===== src/rtl/dc_pkg.sv =====
package dc_pkg;

  typedef enum logic [1:0] {
    CHAIN_SPLIT = 2'b00,
    CHAIN_BCD   = 2'b01,
    CHAIN_BIQ   = 2'b10,
    CHAIN_SPARE = 2'b11
  } chain_mode_t;

  typedef enum logic [1:0] {
    CTL_COUNT = 2'b00,
    CTL_CLEAR = 2'b01,
    CTL_NINE  = 2'b10
  } ctl_t;

endpackage


===== src/rtl/dc_lo_stage.sv =====
module dc_lo_stage
  import dc_pkg::*;
(
  input  logic clk,
  input  logic rst,
  input  ctl_t ctl,
  input  logic step,
  output logic q
);

  always_ff @(posedge clk) begin
    if (rst) begin
      q <= 1'b0;
    end else begin
      unique case (ctl)
        CTL_NINE:  q <= 1'b1;
        CTL_CLEAR: q <= 1'b0;
        default:   if (step) q <= ~q;
      endcase
    end
  end

endmodule


===== src/rtl/dc_hi_stage.sv =====
module dc_hi_stage
  import dc_pkg::*;
#(
  parameter int MOD = 5,
  localparam int W = $clog2(MOD)
) (
  input  logic         clk,
  input  logic         rst,
  input  ctl_t         ctl,
  input  logic         step,
  output logic [W-1:0] q,
  output logic         at_top
);

  localparam logic [W-1:0] TOP = W'(MOD - 1);

  logic [W-1:0] q_next_cnt;

  // Codes at or beyond TOP return to zero, so an unused code recovers.
  always_comb begin
    if (q >= TOP) q_next_cnt = '0;
    else          q_next_cnt = q + W'(1);
  end

  assign at_top = (q >= TOP);

  always_ff @(posedge clk) begin
    if (rst) begin
      q <= '0;
    end else begin
      unique case (ctl)
        CTL_NINE:  q <= TOP;
        CTL_CLEAR: q <= '0;
        default:   if (step) q <= q_next_cnt;
      endcase
    end
  end

endmodule


===== src/rtl/dc_chain.sv =====
module dc_chain
  import dc_pkg::*;
(
  input  logic [1:0] mode,
  input  logic       adv_a,
  input  logic       adv_b,
  input  logic       lo_q,
  input  logic       hi_top,
  output logic       step_lo,
  output logic       step_hi
);

  chain_mode_t m;
  assign m = chain_mode_t'(mode);

  // A carry is taken when the feeding section is about to fall to zero.
  always_comb begin
    unique case (m)
      CHAIN_BCD: begin
        step_lo = adv_a;
        step_hi = adv_a & lo_q;
      end
      CHAIN_BIQ: begin
        step_hi = adv_b;
        step_lo = adv_b & hi_top;
      end
      default: begin
        step_lo = adv_a;
        step_hi = adv_b;
      end
    endcase
  end

endmodule


===== src/rtl/split_decade_ctr.sv =====
module split_decade_ctr
  import dc_pkg::*;
#(
  parameter int HI_MOD = 5,
  localparam int HI_W = $clog2(HI_MOD)
) (
  input  logic            clk,
  input  logic            rst,
  input  logic [1:0]      mode,
  input  logic            adv_a,
  input  logic            adv_b,
  input  logic            clr_a,
  input  logic            clr_b,
  input  logic            nine_a,
  input  logic            nine_b,
  output logic            q_lo,
  output logic [HI_W-1:0] q_hi
);

  ctl_t ctl;
  logic step_lo, step_hi, hi_top;

  // Preset outranks clear; both outrank counting.
  always_comb begin
    if (nine_a & nine_b)     ctl = CTL_NINE;
    else if (clr_a & clr_b)  ctl = CTL_CLEAR;
    else                     ctl = CTL_COUNT;
  end

  dc_chain chain_i (
    .mode    (mode),
    .adv_a   (adv_a),
    .adv_b   (adv_b),
    .lo_q    (q_lo),
    .hi_top  (hi_top),
    .step_lo (step_lo),
    .step_hi (step_hi)
  );

  dc_lo_stage lo_i (
    .clk  (clk),
    .rst  (rst),
    .ctl  (ctl),
    .step (step_lo),
    .q    (q_lo)
  );

  dc_hi_stage #(.MOD(HI_MOD)) hi_i (
    .clk    (clk),
    .rst    (rst),
    .ctl    (ctl),
    .step   (step_hi),
    .q      (q_hi),
    .at_top (hi_top)
  );

endmodule


===== config.mk =====
export PLATFORM = sky130hd
export DESIGN_NAME = split_decade_ctr
export DESIGN_NICKNAME = d
export VERILOG_FILES = /design/src/rtl/dc_pkg.sv /design/src/rtl/dc_lo_stage.sv /design/src/rtl/dc_hi_stage.sv /design/src/rtl/dc_chain.sv /design/src/rtl/split_decade_ctr.sv
export SDC_FILE = /design/constraint.sdc
export NUM_CORES = 1
export LEC_CHECK = 0
export BUFFER_PORTS_ARGS = -buffer_cell sky130_fd_sc_hd__buf_2
export CAP_MARGIN = 20
export CORE_AREA = 5 5 42 44
export CTS_BUF_LIST = sky130_fd_sc_hd__clkbuf_16
export DETAILED_ROUTE_END_ITERATION = 16
export DIE_AREA = 0 0 47 49
export PLACE_DENSITY = 0.5
export SYNTH_ARGS = -nofsm -noshare
export SYNTH_HDL_FRONTEND = slang
export SYNTH_SLANG_ARGS = --single-unit

===== constraint.sdc =====
create_clock -name clk -period 1.9 [get_ports clk]
set_clock_uncertainty 0.05 [all_clocks]
set_input_delay 0.475 -clock clk [delete_from_list [all_inputs] [get_ports clk]]
set_output_delay 0.475 -clock clk [all_outputs]
set_load 0.01 [all_outputs]

# ---- Word level (Yosys, flattened, before mapping)
# Index checks and enable logic that the tools add are counted.
# W data, S select, Z words.
dict set report classes {
  n_eq_ne 4
  order_cmp 1
  n_bitwise 5
  addsub 1
  reduce_logical 2
  muxes 9
}
# op n
set ops {}
lappend ops {{$mux W3} 2}
lappend ops {{$pmux W3 S2} 1}
lappend ops {{$reduce_bool A3 Y1} 2}
lappend ops {{$and A1 B1 Y1} 4}
lappend ops {{$eq A2 B1 Y1 const B} 2}
lappend ops {{$eq A2 B2 Y1 const B} 2}
lappend ops {{$mux W1} 4}
lappend ops {{$add A3 B1 Y3 const B} 1}
lappend ops {{$ge A3 B3 Y1 const B} 1}
lappend ops {{$mux W2} 1}
lappend ops {{$pmux W1 S2} 1}
lappend ops {{$not A1 Y1} 1}
dict set report word_totals {
  word_cells 24
  inputBits 10
  register_bits 4
  out_inout_bits 4
}

# ---- Logic depth before layout (Yosys ltp)
dict set report logic_depth {
  word_depth 5
  ltp_mapped 4
  depth_no_buf 4
}

# ---- Cells and area by module
# Synthesis repeated with hierarchy kept, for this count alone.
dict set report hier_totals {
  cells_unflattened 45
  hier_area_um2 354.1
}
# mod cells_per_inst area_each_um2 instances
set modules_own_cells {}
lappend modules_own_cells {dc_hi_stage 24 202.7 1}
lappend modules_own_cells {dc_lo_stage 10 85.1 1}
lappend modules_own_cells {dc_chain 8 47.5 1}
lappend modules_own_cells {split_decade_ctr 3 18.8 1}

# ---- Worst setup path after synthesis
# Ideal clock, no wire load.
dict set report synth_timing {
  path_kind {in2reg}
  from {in mode[1]}
  to {reg hi_i.q[1]}
  required_time_ns 1.780
  path_buffers 0
  arrival_time_ns 1.227
  stages 4
  path_slack_ns 0.554
  setup_ns 0.070
  path_cell_list {and4b_1 a21oi_2 or3b_1 a21oi_1}
}
dict set report synth_via {
  elab_chain_cells 3
}
# item line
set synth_rtl {}
lappend synth_rtl {{from (decl)} split_decade_ctr.sv:9} ;# input logic [1:0] mode,
lappend synth_rtl {{$eq A2 B1 Y1} dc_chain.sv:18} ;# unique case (m)
lappend synth_rtl {{$mux W1} dc_chain.sv:18}
lappend synth_rtl {{$reduce_bool A3 Y1 (no line)} n/a}
lappend synth_rtl {{to (signal assigned)} dc_hi_stage.sv:34} ;# default: if (step) q <= q_next_cnt;
lappend synth_rtl {{to (decl)} dc_hi_stage.sv:11} ;# output logic [W-1:0] q,
# No other way between the ends.
# A chain may end at the register's enable or synchronous reset.

# ---- Worst setup path after layout
dict set report layout_timing {
  from {reg hi_i.q[0]}
  to {reg hi_i.q[1]}
}
dict set report layout_via {
  elab_chain_cells 4
  elab_cells_between_ends 5
  classes_between {1 x add/sub; 1 x order compare; 3 x mux}
}
# item line
set layout_rtl {}
lappend layout_rtl {{$add A3 B1 Y3 or $ge A3 B3 Y1 (tied branches)} {dc_hi_stage.sv:22, dc_hi_stage.sv:21}}
lappend layout_rtl {{$mux W3 *} dc_hi_stage.sv:21} ;# if (q >= TOP) q_next_cnt = '0;
lappend layout_rtl {{$mux W3 *} dc_hi_stage.sv:34}
lappend layout_rtl {{$pmux W3 S2 *} dc_hi_stage.sv:31} ;# unique case (ctl)
# Every way passes the cells marked *; elsewhere a longest branch is shown, timed or not. The select of a mux whose other input is x is not followed.

==> out/summary.txt <==
Crit-path cells: inv_1, ha_1, or3b_1, a21oi_1
Part of the cycle the worst path needs: 0.6825
Nets: 58
DIE WIDTH: 47 um
GRT Util Overall: 0.05845
1st-iter DRT viols: 2
Final TNS setup: 0 ns
CTS buffer count: 3
Die area: 2303 um^2
Placed insts: 57
Synth Warn #: 0
Core footprint: 1401 um^2
Largest area contributor in the netlist: dfxtp_1
Worst Hold Path EP: hi_i.q[1]
Antenna violations before repair: 0
Power per cell area: 1128 nW/um^2
Most frequent cell after synthesis: dfxtp_1
Hold Worst Slack: 0.4368 ns
CP Data Required Time: 2.00 ns
Worst VDD drop: 0.5077 mV
Worst path slowest cell: dfxtp_1
Vias in the first global route: 236
Root buffer cell: clkbuf_16
First-pass GRT wire length: 910 um
Hold path startpoint: hi_i.q[1]
Yosys reg bits: 4
Hold Crit Class: reg2reg
Worst path top cell family by delay: flip-flops
Setup crit start: hi_i.q[0]
Synthesized area: 249.0 um^2
Synth top cells by count: dfxtp_1, a21oi_1, nand2_1
Final hold violations: 0
Vias per inst: 3.900
Synthesized Nets: 40
Cells after synthesis: 28
Worst r2r src: hi_i.q[0]
I/O Buffers: 13
Max-cap viol count: 0
Htree depth: 1
Final instance area: 409.1 um^2
Ratio of cells with drive above 1 in the final layout: 0.4091
EDFF count, synth: 0
Residual DRC: 0
CTS tree: built
Vias post-DR: 234
Routed wire per std cell: 9.733 um
RSZ-0062 raised after global routing: false
Cts hold-fix bufs: 0
Post-CTS Setup Repair Bufs: 0
Clock latency on the worst-skew pair: 0.22 ns
Crit path buf inv count: 1
Core Rows: 14
# resized after CTS: 0
Hold Crit Depth: 2
Distinct cells, synth: 17
# diodes: 0
Grt ovf: 0
Non-filler cells, final: 60
Yosys top cell area share: 0.3216
Routed Antenna Nets: 0
Slowest stage delay, CP: 0.38 ns
Critical path arrival: 1.40 ns
Clock tree sinks: 4
Layout area overhead: 64.32%
Worst-path clk slew: 0.03 ns
Critical path type: reg2reg
Tmin final: 1.297 ns
Longest Clk Path Bufs: 2
Slew HR: 0.8445
FMAX: 771.1 MHz
Seq/Total Area, Yosys: 0.3216
Crit path max fanout: 5
Ports: 14
Die Y: 49 um
CP endpoint kind: flip-flop
Reg2Reg Depth: 4
Worst r2r dst: hi_i.q[1]
Top post-synthesis cells by area: dfxtp_1, ha_1, a21oi_1, nand2b_1, o22ai_1
GP Congestion: 0.6334
Syn Area/Cell: 8.892 um^2
Static Leak: 0.2004 nW
Final setup viols: 0
# fillers: 155
First drt pass iteration count: 4
Post-placement cell area: 334.1 um^2
FFs w/ async S/R, synth: 0
Detailed Route WL: 584 um
Outcome: finished, final reports clean
Slew at the pin closest to its max-slew limit: 0.2333 ns
R2R Setup Slk: 0.60 ns
Initial Util: 0.1777
DP Wirelength: 456.3 um
Pins Over Slew Limit: 0
Largest net degree at the start of global routing: 7
CP Launch Type: flip-flop
Ys flop type: dfxtp_1
## kinds of logic after synthesis
family          after synthesis  share of synthesized area
flops                         4                     0.3216
xor+xnor                      1                    0.03518
mux                           1                    0.04020
buf+inv                       2                    0.03016
compound gates                7                     0.1759
simple gates                 11                     0.2965
fa+ha+maj                     2                     0.1005
## flip-flops by register name, summed over array words and instances, names as in the netlist
name    flops
hi_i.q      3
lo_i.q      1
## layer usage
metal  wire length [um]  up-vias  global-route usage  share of wire
met1                265       97             0.06813           0.45
met3                 26        0             0.02214          0.045
li1                   -      130                   -              -
met2                291        7             0.07014           0.50
met5                  0        -                   0              0
met4                  0        0             0.06912              0
## worst register-to-register path: stages (launching register included)
cell     delay [ns]
dfxtp_1        0.38
inv_1          0.06
ha_1           0.26
or3b_1         0.33
a21oi_1        0.14
## cell usage in the layout, fill, tap and decap left out, drive strengths merged
cell type	instances
nand2b	2
mux2i	1
xor2	1
nor2b	1
a21oi	4
clkbuf	3
inv	2
a21o	1
buf	13
and4b	2
ha	2
nand2	3
or3	1
o22ai	2
dfxtp	4
or3b	1
or2b	1
## report_power, final
part	switching, mW	internal, mW	total [mW]
Clock	0.0548	0.268	0.323
Sequential	0.00540	0.0902	0.0956
Combinational	0.0203	0.0222	0.0425
Total	0.0806	0.381	0.461
## layout make-up
type / instances / area, um^2 / area share
multi-input cells: 22 / 161.4 / 0.3945
clock buffers: 3 / 75.07 / 0.1835
inverters: 2 / 7.507 / 0.01835
well taps: 16 / 20.02 / 0.04893
flip-flops and latches: 4 / 80.08 / 0.1957
repair buffers: 13 / 65.06 / 0.1590
## worst max path at each step
stage | endpoint | slack [ns] | depth (start not counted)
6_report | hi_i.q[1] | 0.60 | 4
5_1_grt | hi_i.q[1] | 0.50 | 4
4_1_cts | q_hi[2] | 0.59 | 1
3_5_place_dp | hi_i.q[1] | 0.38 | 5
3_3_place_gp | hi_i.q[1] | 0.39 | 5
2_1_floorplan | hi_i.q[1] | 0.55 | 4
## per-stage QoR
step                      power (mW)  utilization  setup WS [ns]
after detailed placement      0.1395       0.2384         0.3760
final                         0.4614       0.2920         0.6032
after global placement        0.1394       0.2384         0.3852
after floorplan               0.1190            -         0.5537
after global routing          0.4793       0.2920         0.4999
after CTS                     0.4666       0.2920         0.5925
Power figures use the tool's default switching activity.
